`src/rtl/excl_pkg.sv`:
```
package excl_pkg;
  typedef enum logic {MON_OPEN = 1'b0, MON_EXCL = 1'b1} mon_state_e;
endpackage

```
`src/rtl/excl_match.sv`:
```
module excl_match #(
  parameter int AW = 32,
  parameter int GB = 5
) (
  input  logic          live,
  input  logic [AW-1:0] tag_addr,
  input  logic [AW-1:0] probe_addr,
  output logic          hit
);
  generate
    if (GB == 0) begin : g_exact
      assign hit = live && (tag_addr == probe_addr);
    end else begin : g_granule
      assign hit = live && (tag_addr[AW-1:GB] == probe_addr[AW-1:GB]);
    end
  endgenerate
endmodule

```
`src/rtl/excl_tag.sv`:
```
module excl_tag #(
  parameter int AW = 32
) (
  input  logic          clk,
  input  logic          rst_n,
  input  logic          set,
  input  logic [AW-1:0] set_addr,
  input  logic          drop,
  output excl_pkg::mon_state_e state,
  output logic [AW-1:0] tag_addr
);
  import excl_pkg::*;
  always_ff @(posedge clk) begin
    if (!rst_n) begin
      state    <= MON_OPEN;
      tag_addr <= '0;
    end else if (set) begin
      state    <= MON_EXCL;
      tag_addr <= set_addr;
    end else if (drop) begin
      state    <= MON_OPEN;
    end
  end
endmodule

```
`src/rtl/excl_status.sv`:
```
module excl_status (
  input  logic clk,
  input  logic rst_n,
  input  logic fire,
  input  logic pass,
  output logic stat_valid,
  output logic stat_fail
);
  always_ff @(posedge clk) begin
    if (!rst_n) begin
      stat_valid <= 1'b0;
      stat_fail  <= 1'b0;
    end else begin
      stat_valid <= fire;
      stat_fail  <= fire ? !pass : 1'b0;
    end
  end
endmodule

```
`src/rtl/excl_mon.sv`:
```
module excl_mon #(
  parameter int AW         = 32,
  parameter int GRAN_BYTES = 32
) (
  input  logic          clk,
  input  logic          rst_n,
  input  logic          ldx_valid,
  input  logic [AW-1:0] ldx_addr,
  input  logic          ldx_shared,
  input  logic          clr_excl,
  input  logic          exc_event,
  input  logic          stx_valid,
  output logic          stx_ready,
  input  logic [AW-1:0] stx_addr,
  input  logic          stx_shared,
  input  logic          mem_wr_ready,
  input  logic          gmon_pass,
  output logic          mem_wr_req,
  output logic          bus_excl,
  output logic          stat_valid,
  output logic          stat_fail
);
  import excl_pkg::*;
  localparam int GB = $clog2(GRAN_BYTES);

  mon_state_e    state;
  logic [AW-1:0] tag_addr;
  logic          tag_live;
  logic          hit;
  logic          fire;
  logic          pass;

  assign tag_live = (state == MON_EXCL);

  excl_tag #(.AW(AW)) u_tag (
    .clk(clk), .rst_n(rst_n),
    .set(ldx_valid), .set_addr(ldx_addr),
    .drop(clr_excl || exc_event || fire),
    .state(state), .tag_addr(tag_addr)
  );

  excl_match #(.AW(AW), .GB(GB)) u_match (
    .live(tag_live), .tag_addr(tag_addr), .probe_addr(stx_addr), .hit(hit)
  );

  // a miss completes at once with the write suppressed
  assign stx_ready  = hit ? mem_wr_ready : 1'b1;
  assign fire       = stx_valid && stx_ready;
  assign mem_wr_req = stx_valid && hit;
  assign pass       = hit && (!stx_shared || gmon_pass);
  assign bus_excl   = (ldx_valid && ldx_shared) || (mem_wr_req && stx_shared);

  excl_status u_stat (
    .clk(clk), .rst_n(rst_n), .fire(fire), .pass(pass),
    .stat_valid(stat_valid), .stat_fail(stat_fail)
  );
endmodule

```
`config.mk`:
```
export PLATFORM = sky130hd
export DESIGN_NAME = excl_mon
export DESIGN_NICKNAME = d
export VERILOG_FILES = /design/src/rtl/excl_pkg.sv /design/src/rtl/excl_match.sv /design/src/rtl/excl_tag.sv /design/src/rtl/excl_status.sv /design/src/rtl/excl_mon.sv
export SDC_FILE = /design/constraint.sdc
export NUM_CORES = 1
export LEC_CHECK = 0
export BUFFER_PORTS_ARGS = -buffer_cell sky130_fd_sc_hd__buf_2
export CAP_MARGIN = 20
export CORE_MARGIN = 2
export CORE_UTILIZATION = 44
export CTS_BUF_LIST = sky130_fd_sc_hd__clkbuf_16
export DETAILED_ROUTE_END_ITERATION = 8
export GPL_TIMING_DRIVEN = 0
export PLACE_DENSITY = 0.79
export SYNTH_ARGS = -nofsm -noshare
export SYNTH_HDL_FRONTEND = slang
export SYNTH_SLANG_ARGS = --single-unit
```
`constraint.sdc`:
```
create_clock -name clk -period 2.1 [get_ports clk]
set_input_delay 0.21 -clock clk [delete_from_list [all_inputs] [get_ports clk]]
set_output_delay 0.21 -clock clk [all_outputs]
set_load 0.02 [all_outputs]
```
==> Word-level counts from Yosys, hierarchy flattened <==
Cells that the tools add are included.
Widths: inputs -> output; s select.
{ "word_totals": {"out_inout_bits": 5, "word_cells": 22, "reg_bits": 35, "inputBits": 74} }
{ "classes": {"reduce_logical": 14, "n_eq_ne": 1, "n_mux": 3} }
{ "op_table": {"columns": ["operator", "n"], "rows": [
  ["$eq 27x27->1", 1],
  ["$logic_and 1x1->1", 6],
  ["$logic_or 1x1->1", 4],
  ["$mux 1", 3],
  ["$logic_not 1->1", 2],
  ["$reduce_and 2->1", 1],
  ["$reduce_bool 2->1", 1]
]} }

==> Depth between registers and ports, before layout <==
{ "depth": {"depth_word": 7, "mapped_depth": 5, "depth_no_buf": 5} }

==> By module <==
A second synthesis with hierarchy kept.
{ "hier_totals": {"cells_unflattened": 153, "area_unflattened_um2": 1690.4} }
{ "by_module_without_submodules": {"columns": ["mod", "area_per_inst_um2", "cells_each", "seq_area_each_um2", "instances"], "rows": [
  ["excl_tag", 1277.5, 106, 660.6, 1],
  ["excl_match", 300.3, 36, 0.0, 1],
  ["excl_mon", 57.6, 7, 0.0, 1],
  ["excl_status", 55.1, 4, 40.0, 1]
]} }

==> Least setup slack after synthesis <==
Ideal clock, no wire load.
{ "synth_path": {"kind": "register to register", "from": "register u_tag.tag_addr[26]", "to": "register u_stat.stat_valid", "slack_ns": 0.200, "stages_incl_launch_ff": 6, "synth_period_minus_slack_ns": 1.900, "path_buffers": 0, "arrival_time_ns": 1.786, "required_ns": 1.986, "setup_time_ns": 0.114, "cell_sequence": "dfxtp_1 > xnor2_1 > nand4_1 > or4_1 > or4_4 > nor2b_1"} }
{ "synth_via": {"elab_chain_cells": 4} }
{ "synth_rtl": {"columns": ["item", "line", "rtl"], "rows": [
  ["from (decl)", "excl_tag.sv:10", "output logic [AW-1:0] tag_addr"],
  ["from (signal assigned)", "excl_tag.sv:19", "tag_addr <= set_addr;"],
  ["$eq 27x27->1", "excl_match.sv:14", "assign hit = live && (tag_addr[AW-1:GB] == probe_addr[AW-1:GB]);"],
  ["$logic_and 1x1->1", "excl_match.sv:14", null],
  ["$mux 1", "excl_mon.sv:47", "assign stx_ready = hit ? mem_wr_ready : 1'b1;"],
  ["via stx_ready", "excl_mon.sv:13", "output logic stx_ready,"],
  ["$logic_and 1x1->1", "excl_mon.sv:48", "assign fire = stx_valid && stx_ready;"],
  ["to (signal assigned)", "excl_status.sv:14", "stat_valid <= fire;"],
  ["to (decl)", "excl_status.sv:6", "output logic stat_valid,"]
]} }
The timed path passes the listed nets, and every way through them passes these cells.
A chain may end at the register's enable or synchronous reset.

==> Worst setup path in the final report <==
{ "layout_path": {"from": "register u_tag.tag_addr[28]", "to": "output port stx_ready"} }
{ "layout_via": {"elab_chain_cells": 3} }
{ "layout_rtl": {"columns": ["item", "line"], "rows": [
  ["$eq 27x27->1", "excl_match.sv:14"],
  ["$logic_and 1x1->1", "excl_match.sv:14"],
  ["$mux 1", "excl_mon.sv:47"],
  ["to (decl)", "excl_mon.sv:13"]
]} }
Every way passes these cells.

==> qor.yml <==
fmax_mhz: 435
yosysTopAreaCellShare_pct: 41.8
syn_nets: 213
worst-r2r-cell-count: 5
cts.sinks: 30
gp_congestion: 0.715
violations: "negative setup slack"
pwr-share-comb_pct: 14.8
clk_latency_ps: 260
antenna_left: 0
p_per_area_nw_per_um2: 717
yosysTopAreaCell: "dfxtp_1"
rsz0062_at_grt: "true"
viasPerCell: 4.67
timing.rr.start: "u_tag.tag_addr[28]"
hold_buffers: 0
cts_tree: "yes"
yosysUniqueCellTypes: 21
nFillCells: 283
ys_ff_latch: 30
period_share_pct: 110
grt_pass1_wl_um: 5000
grt_start_max_net_pins: 11
critPathArrivalTime_ps: 2090
whs_ps: 193
wl_per_cell_um: 12.2
die_x_um: 61.1
fp.coreArea_sq_um: 3080
nets: 287
initial_core_util_pct: 46.6
crit_chain: "xnor2_1 -> nand4_1 -> or4_4 -> or4_4 -> buf_6"
hp-start: "stx_valid"
power_frac_clock_pct: 42.6
yosysWarnings: 0
worstHoldPathCells: 2
p_sw_share_pct: 21.8
p_sw_mw: 0.323
firstDrtPassIters: 4
power.share.sequential_pct: 42.6
ctsRootBufferMaster: "clkbuf_16"
routed_wl_um: 3130
slowest_delay_ps: 550
finalHoldViolCount: 0
cts_inserted_buffers: 5
critical_path_class: "flop to output port"
io_pins: 79
internal_power_mw: 1.16
syn-cell-area_sq_um: 1440
portBuffers: 66
setup_slack_ps: -201
dpl_cell_area_sq_um: 1820
critical_path_required_ps: 1890
p_leak_nw: 0.975
grt.overflow.total: 0
min_to: "u_tag.state"
htreeDepth: 2
drive_gt1_share_pct: 43.2
track_usage_pct: 18.4
worstMarginPinSlew_ps: 769
status: "finished with violations"
hp-class: "input pin to flop"
die-area_sq_um: 3730
maxCapViolations: 0
cp_max_fo: 3
skew_ps: 2.36
drtIter0Drc: 50
slowest_stage: "or4_4"
syn_inst: 139
dr_total_vias: 1199
first_global_vias: 1122
row_count: 20
finalCriticalPeriod_ps: 2300
synth_area_leaders: "dfxtp_1 42%, mux2i_1 19%, nor2b_1 12%, xnor2_1 12%, xor2_1 4.9%"
die_h_um: 61.1
reg2reg_setup_slack_ps: 170
worst_setup_path_end_kind: "output port"
syn_to_final_growth_pct: 43.9
final_cell_area_sq_um: 2060
worstSetupStartpointType: "flop"
peakVddDrop_uv: 547
dpl.hpwl_um: 2380
relSlewSlack_pct: 48.8
num_antenna_cells: 0
finalSetupViolCount: 3
clk_pin_slew_ps: 50
slew_viol_final: 0
drc: 0
r2r_end: "u_stat.stat_valid"
antenna_found_initial: 0
crit_top_cell: "or4_4"
synth_seq_area_share_pct: 41.8
clk_path_buf_depth: 2
syn_avg_cell_area_sq_um: 10.3
## worst max-delay path by stage
stage | cells past startpoint | start | endpoint
2_1_floorplan | 5 | u_tag.tag_addr[26] | u_stat.stat_valid
3_3_place_gp | 5 | u_tag.tag_addr[24] | stx_ready
3_5_place_dp | 5 | u_tag.tag_addr[31] | stx_ready
4_1_cts | 5 | u_tag.tag_addr[12] | stx_ready
5_1_grt | 5 | u_tag.tag_addr[28] | stx_ready
6_report | 5 | u_tag.tag_addr[28] | stx_ready
## what timing repair did
item | 4_1_cts | 5_1_grt
endpoints found under the setup margin | 3 | 3
resized for setup | 14 | 13
buffers inserted | 1 | 0
pin swaps | 5 | 9
## critical path, delay by kind of cell (launching register included)
| family | cells | cell delay [ps] |
|---|---|---|
| flip-flops | 1 | 320 |
| XOR/XNOR | 1 | 160 |
| buffers and inverters | 1 | 150 |
| AND/OR/NAND/NOR | 3 | 1200 |
## power groups by stage
| stage | combinational [mW] | clock (mW) | sequential [mW] |
|---|---|---|---|
| detailed placement | 0.207 | 0 | 0.637 |
| global placement | 0.204 | 0 | 0.636 |
| floorplan | 0.120 | 0 | 0.635 |
| finish | 0.219 | 0.631 | 0.631 |
| global route | 0.246 | 0.672 | 0.634 |
| CTS | 0.213 | 0.650 | 0.628 |
## cell usage in the layout, fill, tap and decap left out, drive strengths merged
cell type	instances
a21oi	1
a31oi	1
a32o	1
and2	1
buf	69
clkbuf	10
dfxtp	30
inv	3
mux2i	27
nand2	2
nand3b	1
nand4	5
nor2b	28
nor3	1
nor3b	1
nor4	2
o21ai	1
or4	2
xnor2	19
xor2	8
## state kept, by name, summed over array words and instances, names as in the netlist
signal             flops
u_tag.tag_addr        27
u_stat.stat_fail       1
u_stat.stat_valid      1
u_tag.state            1
## cells in the mapped netlist
cell       n
or4_4      1
nor3_1     1
inv_1      1
nor2b_1   28
dfxtp_1   30
nand2_1    2
nand4_1    5
mux2i_1   27
xor2_1     8
and2_1     1
nand3b_1   1
xnor2_1   19
nor3b_1    1
buf_1      2
o21ai_0    1
or4_1      1
clkbuf_1   5
a21oi_1    1
a32o_1     1
a31oi_1    1
nor4_1     2
## logic make-up after synthesis
group | share of synthesized area (%)
and+or+nand+nor | 18.9
AOI/OAI and AO/OA | 1.83
DFF | 41.8
muxes | 18.8
xor gates and xnor gates | 16.5
buffers and inverters | 2.09
## per-stage QoR
step                      utilization, %  worst slack [ps]  total power, mW  cells  setup TNS [ps]
after detailed placement            59.1              21.6            0.844    249               0
after global routing                67.1              -287             1.55    257            -763
after CTS                           65.4              -196             1.49    257            -379
after floorplan                        -               200            0.756    139               0
final                               67.1              -201             1.48    257            -473
after global placement              59.1              36.4            0.840    249               0
## per-layer routing
metal | track usage, % | share of wire (%) | vias to the layer above
met3 | 4.20 | 5.5 | 2
met5 | 0 | 0 | -
li1 | - | - | 614
met2 | 30.1 | 53 | 36
met1 | 24.1 | 41 | 547
met4 | 5.59 | 0.86 | 0
## final cells by class
cell class / instances / area, sq um / area share [%]
timing repair buffer: 67 / 360 / 17.5
sequential: 30 / 611 / 29.6
tap: 44 / 55.1 / 2.67
clock inverter: 2 / 7.51 / 0.364
buffer: 7 / 26.3 / 1.27
clock buffer: 5 / 125 / 6.06
inverter: 1 / 3.75 / 0.182
multi-input combinational: 101 / 876 / 42.4
Power figures use the tool's default switching activity.
